<file path="src/rtl/opgen_pkg.sv">
package opgen_pkg;
    localparam int unsigned DATA_W    = 32;
    localparam int unsigned FIELD_W   = 12;
    localparam int unsigned IMM_W     = 8;

    // field positions decoded by the two paths
    localparam int unsigned SAMT_LSB  = 7;
    localparam int unsigned KIND_LSB  = 5;
    localparam int unsigned RDIR_BIT  = 11;
    localparam int unsigned RAMT_LSB  = 8;

    typedef enum logic [1:0] {
        SH_LSL = 2'b00,
        SH_LSR = 2'b01,
        SH_ASR = 2'b10,
        SH_ROR = 2'b11
    } shift_kind_e;
endpackage

</file>
<file path="src/rtl/opgen_barrel.sv">
module opgen_barrel
    import opgen_pkg::*;
#(
    parameter int unsigned W  = DATA_W,
    parameter int unsigned AW = $clog2(W)
) (
    input  logic [W-1:0]  value_i,
    input  shift_kind_e   kind_i,
    input  logic [AW-1:0] amt_i,
    input  logic          carry_i,
    output logic [W-1:0]  value_o,
    output logic          carry_o
);
    logic [AW:0][W-1:0] stage;
    assign stage[0] = value_i;

    for (genvar k = 0; k < AW; k++) begin : g_stage
        localparam int unsigned D = 1 << k;
        logic [W-1:0] nxt;
        always_comb begin
            nxt = stage[k];
            if (amt_i[k]) begin
                unique case (kind_i)
                    SH_LSL: nxt = {stage[k][W-1-D:0], {D{1'b0}}};
                    SH_LSR: nxt = {{D{1'b0}}, stage[k][W-1:D]};
                    SH_ASR: nxt = {{D{stage[k][W-1]}}, stage[k][W-1:D]};
                    SH_ROR: nxt = {stage[k][D-1:0], stage[k][W-1:D]};
                    default: nxt = stage[k];
                endcase
            end
        end
        assign stage[k+1] = nxt;
    end

    assign value_o = stage[AW];

    // carry picks the last bit to leave the word
    logic [AW-1:0] left_idx;
    logic [AW-1:0] right_idx;
    assign left_idx  = AW'(W) - amt_i;
    assign right_idx = amt_i - AW'(1);

    always_comb begin
        if (amt_i == '0)
            carry_o = carry_i;
        else if (kind_i == SH_LSL)
            carry_o = value_i[left_idx];
        else
            carry_o = value_i[right_idx];
    end

    always_comb begin

        if (amt_i == '0) begin
            zero_pass_chk: assert (value_o == value_i && carry_o == carry_i)
                else $error("zero amount altered operand");
        end

        if (kind_i == SH_ROR) begin
            ror_ones_chk: assert ($countones(value_o) == $countones(value_i))
                else $error("rotate changed bit count");
        end

        if (kind_i == SH_ASR) begin
            asr_sign_chk: assert (value_o[W-1] == value_i[W-1])
                else $error("arithmetic shift lost sign");
        end

        if (kind_i == SH_LSR && amt_i != '0) begin
            lsr_fill_chk: assert (value_o[W-1] == 1'b0)
                else $error("logical right shift filled with one");
        end
    end
endmodule

</file>
<file path="src/rtl/opgen_byte_rot.sv">
module opgen_byte_rot #(
    parameter int unsigned IW = opgen_pkg::IMM_W,
    parameter int unsigned OW = opgen_pkg::DATA_W,
    parameter int unsigned RW = $clog2(IW)
) (
    input  logic [IW-1:0] imm_i,
    input  logic          left_i,
    input  logic [RW-1:0] amt_i,
    output logic [OW-1:0] value_o
);
    logic [RW:0][IW-1:0] stage;
    assign stage[0] = imm_i;

    for (genvar k = 0; k < RW; k++) begin : g_stage
        localparam int unsigned D = 1 << k;
        logic [IW-1:0] nxt;
        always_comb begin
            nxt = stage[k];
            if (amt_i[k]) begin
                if (left_i)
                    nxt = {stage[k][IW-1-D:0], stage[k][IW-1:IW-D]};
                else
                    nxt = {stage[k][D-1:0], stage[k][IW-1:D]};
            end
        end
        assign stage[k+1] = nxt;
    end

    assign value_o = {{(OW-IW){1'b0}}, stage[RW]};

    always_comb begin

        upper_zero_chk: assert (value_o[OW-1:IW] == '0)
            else $error("widened immediate has nonzero upper bits");

        rot_ones_chk: assert ($countones(value_o) == $countones(imm_i))
            else $error("byte rotate changed bit count");
    end
endmodule

</file>
<file path="src/rtl/opgen_sel.sv">
module opgen_sel #(
    parameter int unsigned W = opgen_pkg::DATA_W
) (
    input  logic         imm_sel_i,
    input  logic [W-1:0] reg_path_i,
    input  logic         reg_carry_i,
    input  logic [W-1:0] imm_path_i,
    input  logic         carry_i,
    output logic [W-1:0] operand_o,
    output logic         carry_o
);
    assign operand_o = imm_sel_i ? imm_path_i : reg_path_i;
    assign carry_o   = imm_sel_i ? carry_i    : reg_carry_i;

    always_comb begin

        if (imm_sel_i) begin
            imm_route_chk: assert (operand_o == imm_path_i && carry_o == carry_i)
                else $error("immediate path not routed");
        end

        if (!imm_sel_i) begin
            reg_route_chk: assert (operand_o == reg_path_i && carry_o == reg_carry_i)
                else $error("register path not routed");
        end
    end
endmodule

</file>
<file path="src/rtl/opgen_operand2.sv">
module opgen_operand2
    import opgen_pkg::*;
#(
    parameter int unsigned DW = DATA_W,
    parameter int unsigned FW = FIELD_W,
    parameter int unsigned IW = IMM_W,
    localparam int unsigned SW = $clog2(DW),
    localparam int unsigned RW = $clog2(IW)
) (
    input  logic [DW-1:0] reg_value_i,
    input  logic [FW-1:0] op_field_i,
    input  logic          imm_sel_i,
    input  logic          carry_i,
    output logic [DW-1:0] operand_o,
    output logic          carry_o
);
    shift_kind_e   kind;
    logic [SW-1:0] shamt;
    logic [RW-1:0] rotamt;
    logic          rot_left;
    logic [IW-1:0] imm_byte;

    assign kind     = shift_kind_e'(op_field_i[KIND_LSB +: 2]);
    assign shamt    = op_field_i[SAMT_LSB +: SW];
    assign rotamt   = op_field_i[RAMT_LSB +: RW];
    assign rot_left = op_field_i[RDIR_BIT];
    assign imm_byte = op_field_i[IW-1:0];

    logic [DW-1:0] reg_path;
    logic          reg_carry;
    logic [DW-1:0] imm_path;

    opgen_barrel #(.W(DW), .AW(SW)) i_barrel (
        .value_i (reg_value_i),
        .kind_i  (kind),
        .amt_i   (shamt),
        .carry_i (carry_i),
        .value_o (reg_path),
        .carry_o (reg_carry)
    );

    opgen_byte_rot #(.IW(IW), .OW(DW), .RW(RW)) i_byte_rot (
        .imm_i   (imm_byte),
        .left_i  (rot_left),
        .amt_i   (rotamt),
        .value_o (imm_path)
    );

    opgen_sel #(.W(DW)) i_sel (
        .imm_sel_i   (imm_sel_i),
        .reg_path_i  (reg_path),
        .reg_carry_i (reg_carry),
        .imm_path_i  (imm_path),
        .carry_i     (carry_i),
        .operand_o   (operand_o),
        .carry_o     (carry_o)
    );
endmodule

</file>
<file path="config.mk">
export PLATFORM = sky130hd
export DESIGN_NAME = opgen_operand2
export DESIGN_NICKNAME = d
export VERILOG_FILES = /design/src/rtl/opgen_pkg.sv /design/src/rtl/opgen_barrel.sv /design/src/rtl/opgen_byte_rot.sv /design/src/rtl/opgen_sel.sv /design/src/rtl/opgen_operand2.sv
export SDC_FILE = /design/constraint.sdc
export NUM_CORES = 1
export LEC_CHECK = 0
export ABC_CLOCK_PERIOD_IN_PS = 3900
export BUFFER_PORTS_ARGS = -buffer_cell sky130_fd_sc_hd__buf_2
export CORE_AREA = 2 2 110 112
export DETAILED_ROUTE_END_ITERATION = 8
export DIE_AREA = 0 0 112 114
export PLACE_DENSITY_LB_ADDON = 0.25
export SLEW_MARGIN = 20
export SYNTH_ARGS = -nofsm -noshare
export SYNTH_HDL_FRONTEND = slang
export SYNTH_SLANG_ARGS = --single-unit
</file>
<file path="constraint.sdc">
create_clock -name vclk -period 3.9
set_input_delay 0.78 -clock vclk [all_inputs]
set_output_delay 0.78 -clock vclk [all_outputs]
set_load 0.01 [all_outputs]
</file>
---- Yosys cells after proc, flatten, opt, wreduce, memory -nomap -nowiden ----
Cells that the tools add are included.
word-level totals
  register bits after elaboration ......... 0
  bits in latches ......................... 0
  RAM bits ................................ 0
  bits in read-only memories .............. 0
  word-level logic and storage cells ...... 32
  memories ................................ 0
operators by class
  add/subtract/negate cells ............... 2
  multiply operators ...................... 0
  div/mod/pow operators ................... 0
  $lt $le $gt $ge ......................... 2
  eq/ne operators ......................... 3
  shifts and indexed selects .............. 0
  mux-type cells .......................... 23
  bitwise gates (word level) .............. 0
  reduce and logical (&&, ||, !) cells .... 2
operators with widths
  cell                                                                          count
  32-bit one-hot mux with 4 select lines                                        5
  32-bit two-way mux                                                            6
  8-bit two-way mux                                                             5
  5-bit by 6-bit less-than comparator with 1-bit output, second input constant  2
  1-bit binary-select mux with 5-bit select                                     2
  5-bit logical NOT                                                             1
  1-bit two-way mux                                                             5
  1-bit by 5-bit subtractor with 5-bit output, first input constant             1
  5-bit by 1-bit subtractor with 5-bit output, second input constant            1
  2-bit == test, second input constant                                          2
  2-bit by 1-bit == test with 1-bit output, second input constant               1
  2-bit logical NOT                                                             1

---- Logic depth before layout (Yosys ltp) ----
  depth in word-level cells ............... 12
  gate-level depth with buffers ........... 12

---- By module ----
From an unflattened synthesis, not the netlist that was laid out.
second synthesis, totals
  cell total of the unflattened synthesis .. 909
  area, all modules ....................... 6,547.5 µm²
modules (own cells, without submodules)
  module          times used  cells an instance  area an instance (µm²)  sequential area each (µm²)
  opgen_barrel    1           738                5,043.6                 0.0
  opgen_byte_rot  1           134                948.4                   0.0
  opgen_sel       1           37                 555.5                   0.0

---- Worst setup path after synthesis ----
Ideal clock, no wire load.
  path type ............................... input to output
  start point ............................. in op_field_i[7]
  end point ............................... out carry_o
  arrival time ............................ 3.422 ns
  data required time ...................... 3.120 ns
  path slack .............................. -0.302 ns
  stages on the path ...................... 12
  buffers on the path ..................... 5
  cell sequence ........................... buf_2 buf_4 inv_1 buf_2 ha_1 clkbuf_1 clkbuf_1 mux4_2 mux4_2 mux2i_1 or4_1 o211ai_1
on the way
  cells in the longest elaborated chain, start to end .. 6
RTL lines
  item                                                                                                               line                                    RTL
  start: declaration                                                                                                 opgen_operand2.sv:11                    input logic [FW-1:0] op_field_i,
  5-bit by 1-bit subtractor with 5-bit output / 1-bit by 5-bit subtractor with 5-bit output (equally long branches)  opgen_barrel.sv:41, opgen_barrel.sv:40
  1-bit binary-select mux with 5-bit select, on equally long branches                                                opgen_barrel.sv:49, opgen_barrel.sv:47
  1-bit two-way mux, on equally long branches                                                                        opgen_barrel.sv:49, opgen_barrel.sv:47
  1-bit two-way mux                                                                                                  opgen_barrel.sv:46                      else if (kind_i == SH_LSL)
  1-bit two-way mux *                                                                                                opgen_barrel.sv:44                      if (amt_i == '0)
  1-bit two-way mux *                                                                                                opgen_sel.sv:13                         assign carry_o = imm_sel_i ? carry_i : reg_carry_i;
  end: declaration                                                                                                   opgen_operand2.sv:15                    output logic carry_o
Mark *: on every way between the ends. The rest lies on a longest branch, timed or not. The select of a mux whose other input is x is not followed.

---- Worst setup path in the final report ----
  start point ............................. in op_field_i[7]
  end point ............................... out operand_o[31]
on the way
  cells in the longest elaborated chain, start to end .. 10
RTL lines
  item                                    line                  RTL
  32-bit two-way mux *                    opgen_barrel.sv:22    if (amt_i[k]) begin
  32-bit one-hot mux with 4 select lines  opgen_barrel.sv:23    unique case (kind_i)
  32-bit two-way mux *                    opgen_barrel.sv:22
  32-bit one-hot mux with 4 select lines  opgen_barrel.sv:23
  32-bit two-way mux *                    opgen_barrel.sv:22
  32-bit one-hot mux with 4 select lines  opgen_barrel.sv:23
  32-bit two-way mux *                    opgen_barrel.sv:22
  32-bit one-hot mux with 4 select lines  opgen_barrel.sv:23
  32-bit two-way mux *                    opgen_barrel.sv:22
  32-bit two-way mux *                    opgen_sel.sv:12       assign operand_o = imm_sel_i ? imm_path_i : reg_path_i;
  end: declaration                        opgen_operand2.sv:14  output logic [DW-1:0] operand_o,
Mark *: on every way between the ends. The rest lies on a longest branch, timed or not.

==> impl_summary.log <==
[metrics] Placed Instance Area: 0.00689 mm2
[metrics] Yosys cell types: 83
[metrics] Worst Setup Slack, final: -0.0594 ns
[metrics] Hold Fails Final Rpt: 0
[metrics] category of the worst setup path capture point: output pin
[metrics] Worst EP required: 3.12 ns
[metrics] # clk buffers: 0
[metrics] die width: 112 um
[metrics] drt first-iter violations: 1530
[metrics] Setup-failing EPs final: 5
[metrics] routed wire length: 30100 um
[metrics] final non-filler cell total: 1112
[metrics] buffers and inverters on the worst path: 3
[metrics] count of input and output buffers: 79
[metrics] first-pass GRT wire length: 44100 um
[metrics] part of the cycle the worst path needs: 1.02
[metrics] number of antenna violations at the first check in global routing: 0
[metrics] number of rows in the core area: 40
[metrics] cell breakdown of the critical path: buf_4, buf_16, mux2i_2, o22ai_1, a21oi_1, o32ai_2, nor4_2, a21o_1, a221oi_2, buf_2
[metrics] most common cell after layout, fill and taps aside: buf_4
[metrics] power density over cell area: 163 mW/mm2
[metrics] register cell area after layout: 0 um2
[metrics] total number of vias: 8410
[metrics] final net count: 1015
[metrics] proportion of layout cells with a drive suffix above 1: 0.380
[metrics] Final Slew Violations: 0
[metrics] RSZ-0062 raised after global routing: yes
[metrics] syn_nets: 882
[metrics] max-capacitance violation count: 0
[metrics] CP Class: input port to output pin
[metrics] DP Cell Count: 1096
[metrics] startpoint kind of the worst setup timing path: input port
[metrics] CP delay by family, top: compound AO/OA/AOI/OAI gates
[metrics] pin count of the biggest net entering global routing: 57
[metrics] number of vias per cell after detailed routing: 7.56
[metrics] register area share after synthesis: 0
[metrics] count of filler cells inserted in the layout: 1082
[metrics] Detailed Routing Iterations Pass 1: 6
[metrics] remaining global-route overflow: 0
[metrics] share of the core filled with cells: 0.639
[metrics] Die Y-Extent: 114 um
[metrics] area overhead of the layout relative to synthesis: 31.7%
[metrics] leakage power summed over all cells: 2.95 nW
[metrics] Yosys warning count: 0
[metrics] Antenna Violating Nets Remaining: 0
[metrics] Setup Slack @ Placement: -0.156 ns
[metrics] via count of the first global-routing pass: 7744
[metrics] Routed WL per cell: 27.0 um
[metrics] number of inserted diodes: 0
[metrics] half-perimeter wire length after detailed placement: 22000 um
[metrics] final design area excluding fillers: 0.00748 mm2
[metrics] final hold slack: 1.90 ns
[metrics] maximum VDD drop: 0.000131 V
[metrics] count of boundary I/O pins: 79
[metrics] violated checks: setup timing
[metrics] GRT Util Overall: 0.435
[metrics] core region area: 0.0117 mm2
[metrics] number of flip-flops and latches: 0
[metrics] setup_tns: -0.152 ns
[metrics] worst endpoint data arrival time: 3.18 ns
[metrics] leading cell types in the layout, fill and taps excluded: buf_4 (137), nor2_1 (90), buf_2 (76)
[metrics] final weighted congestion in routability-driven placement: 1.08
[metrics] transition time of the tightest slew-check pin: 1.01 ns
[metrics] Final Power: 1.22 mW
[metrics] post-route DRC violation count: 0
[metrics] final critical delay including setup and external delays: 3.96 ns
[metrics] Critical Path Fanout Max: 28
[metrics] Die Outline Area: 0.0128 mm2
[metrics] initial core utilization: 0.485
[metrics] combined area of all synthesized cells: 0.00568 mm2
[metrics] Max-slew headroom: 0.323
[metrics] critical-path cell with the highest stage delay: nor4_2
[metrics] synthesized netlist cell count: 834
[metrics] Crit path largest cell delay: 0.43 ns
[metrics] synthesized area per cell: 6.81 um2
[metrics] status: finished with violations
[metrics] hold crit path type: input port to output pin
[metrics] FMAX: 253 MHz
## routing by layer
layer  part of all wire  routed length (um)  vias to the layer above  track usage
met5                  0                   0                        -            0
met4              0.077                2320                        0        0.232
met3               0.13                3960                      191       0.0691
met2               0.44               13200                      738        0.713
met1               0.35               10600                     3913        0.552
li1                   -                   -                     3568            -
## cells in the mapped netlist (all sizes together) (25+ instances only)
| master | number | share of area |
|---|---|---|
| a211oi | 37 | 0.051 |
| clkbuf | 34 | 0.023 |
| o21ai | 66 | 0.058 |
| mux4 | 25 | 0.099 |
| a21oi | 64 | 0.056 |
| buf | 65 | 0.064 |
| a311oi | 32 | 0.059 |
| nor3 | 29 | 0.026 |
| nor2 | 93 | 0.062 |
| mux2i | 42 | 0.074 |
| nand2 | 69 | 0.046 |
## path summary, 6_finish.rpt
path	startpoint	cells past startpoint	to	slack, ns
worst max-delay path	op_field_i[7]	10	operand_o[31]	-0.06
worst min-delay path	carry_i	4	carry_o	1.90
## repair_timing
action,in CTS,in global routing
setup endpoints to repair,9,30
hold endpoints to repair,0,0
hold buffers,0,0
resized for setup,8,80
setup buffers,1,11
pin swaps,1,26
cloned,0,4
## report_power, final
part / switching [mW] / total, mW / leakage [nW] / internal [mW]
registers: 0 / 0 / 0 / 0
clock network: 0 / 0 / 0 / 0
logic: 0.710 / 1.22 / 2.95 / 0.508
## cell type report
type / count / area [um2] / share of cell area
Inverter: 13 / 48.8 / 0.00652
Multi-Input combinational cell: 722 / 5510 / 0.737
Tap cell: 147 / 184 / 0.0246
Timing Repair Buffer: 230 / 1740 / 0.232
## kinds of logic after synthesis
family	count (synthesis)	share of synthesized area
multiplexers	82	0.204
XOR/XNOR	4	0.00617
buffers and inverters	112	0.0952
adder cells (fa/ha/maj)	2	0.00441
AO/OA/AOI/OAI	345	0.440
AND/OR/NAND/NOR	289	0.250
(Power assumes the default switching activity.)
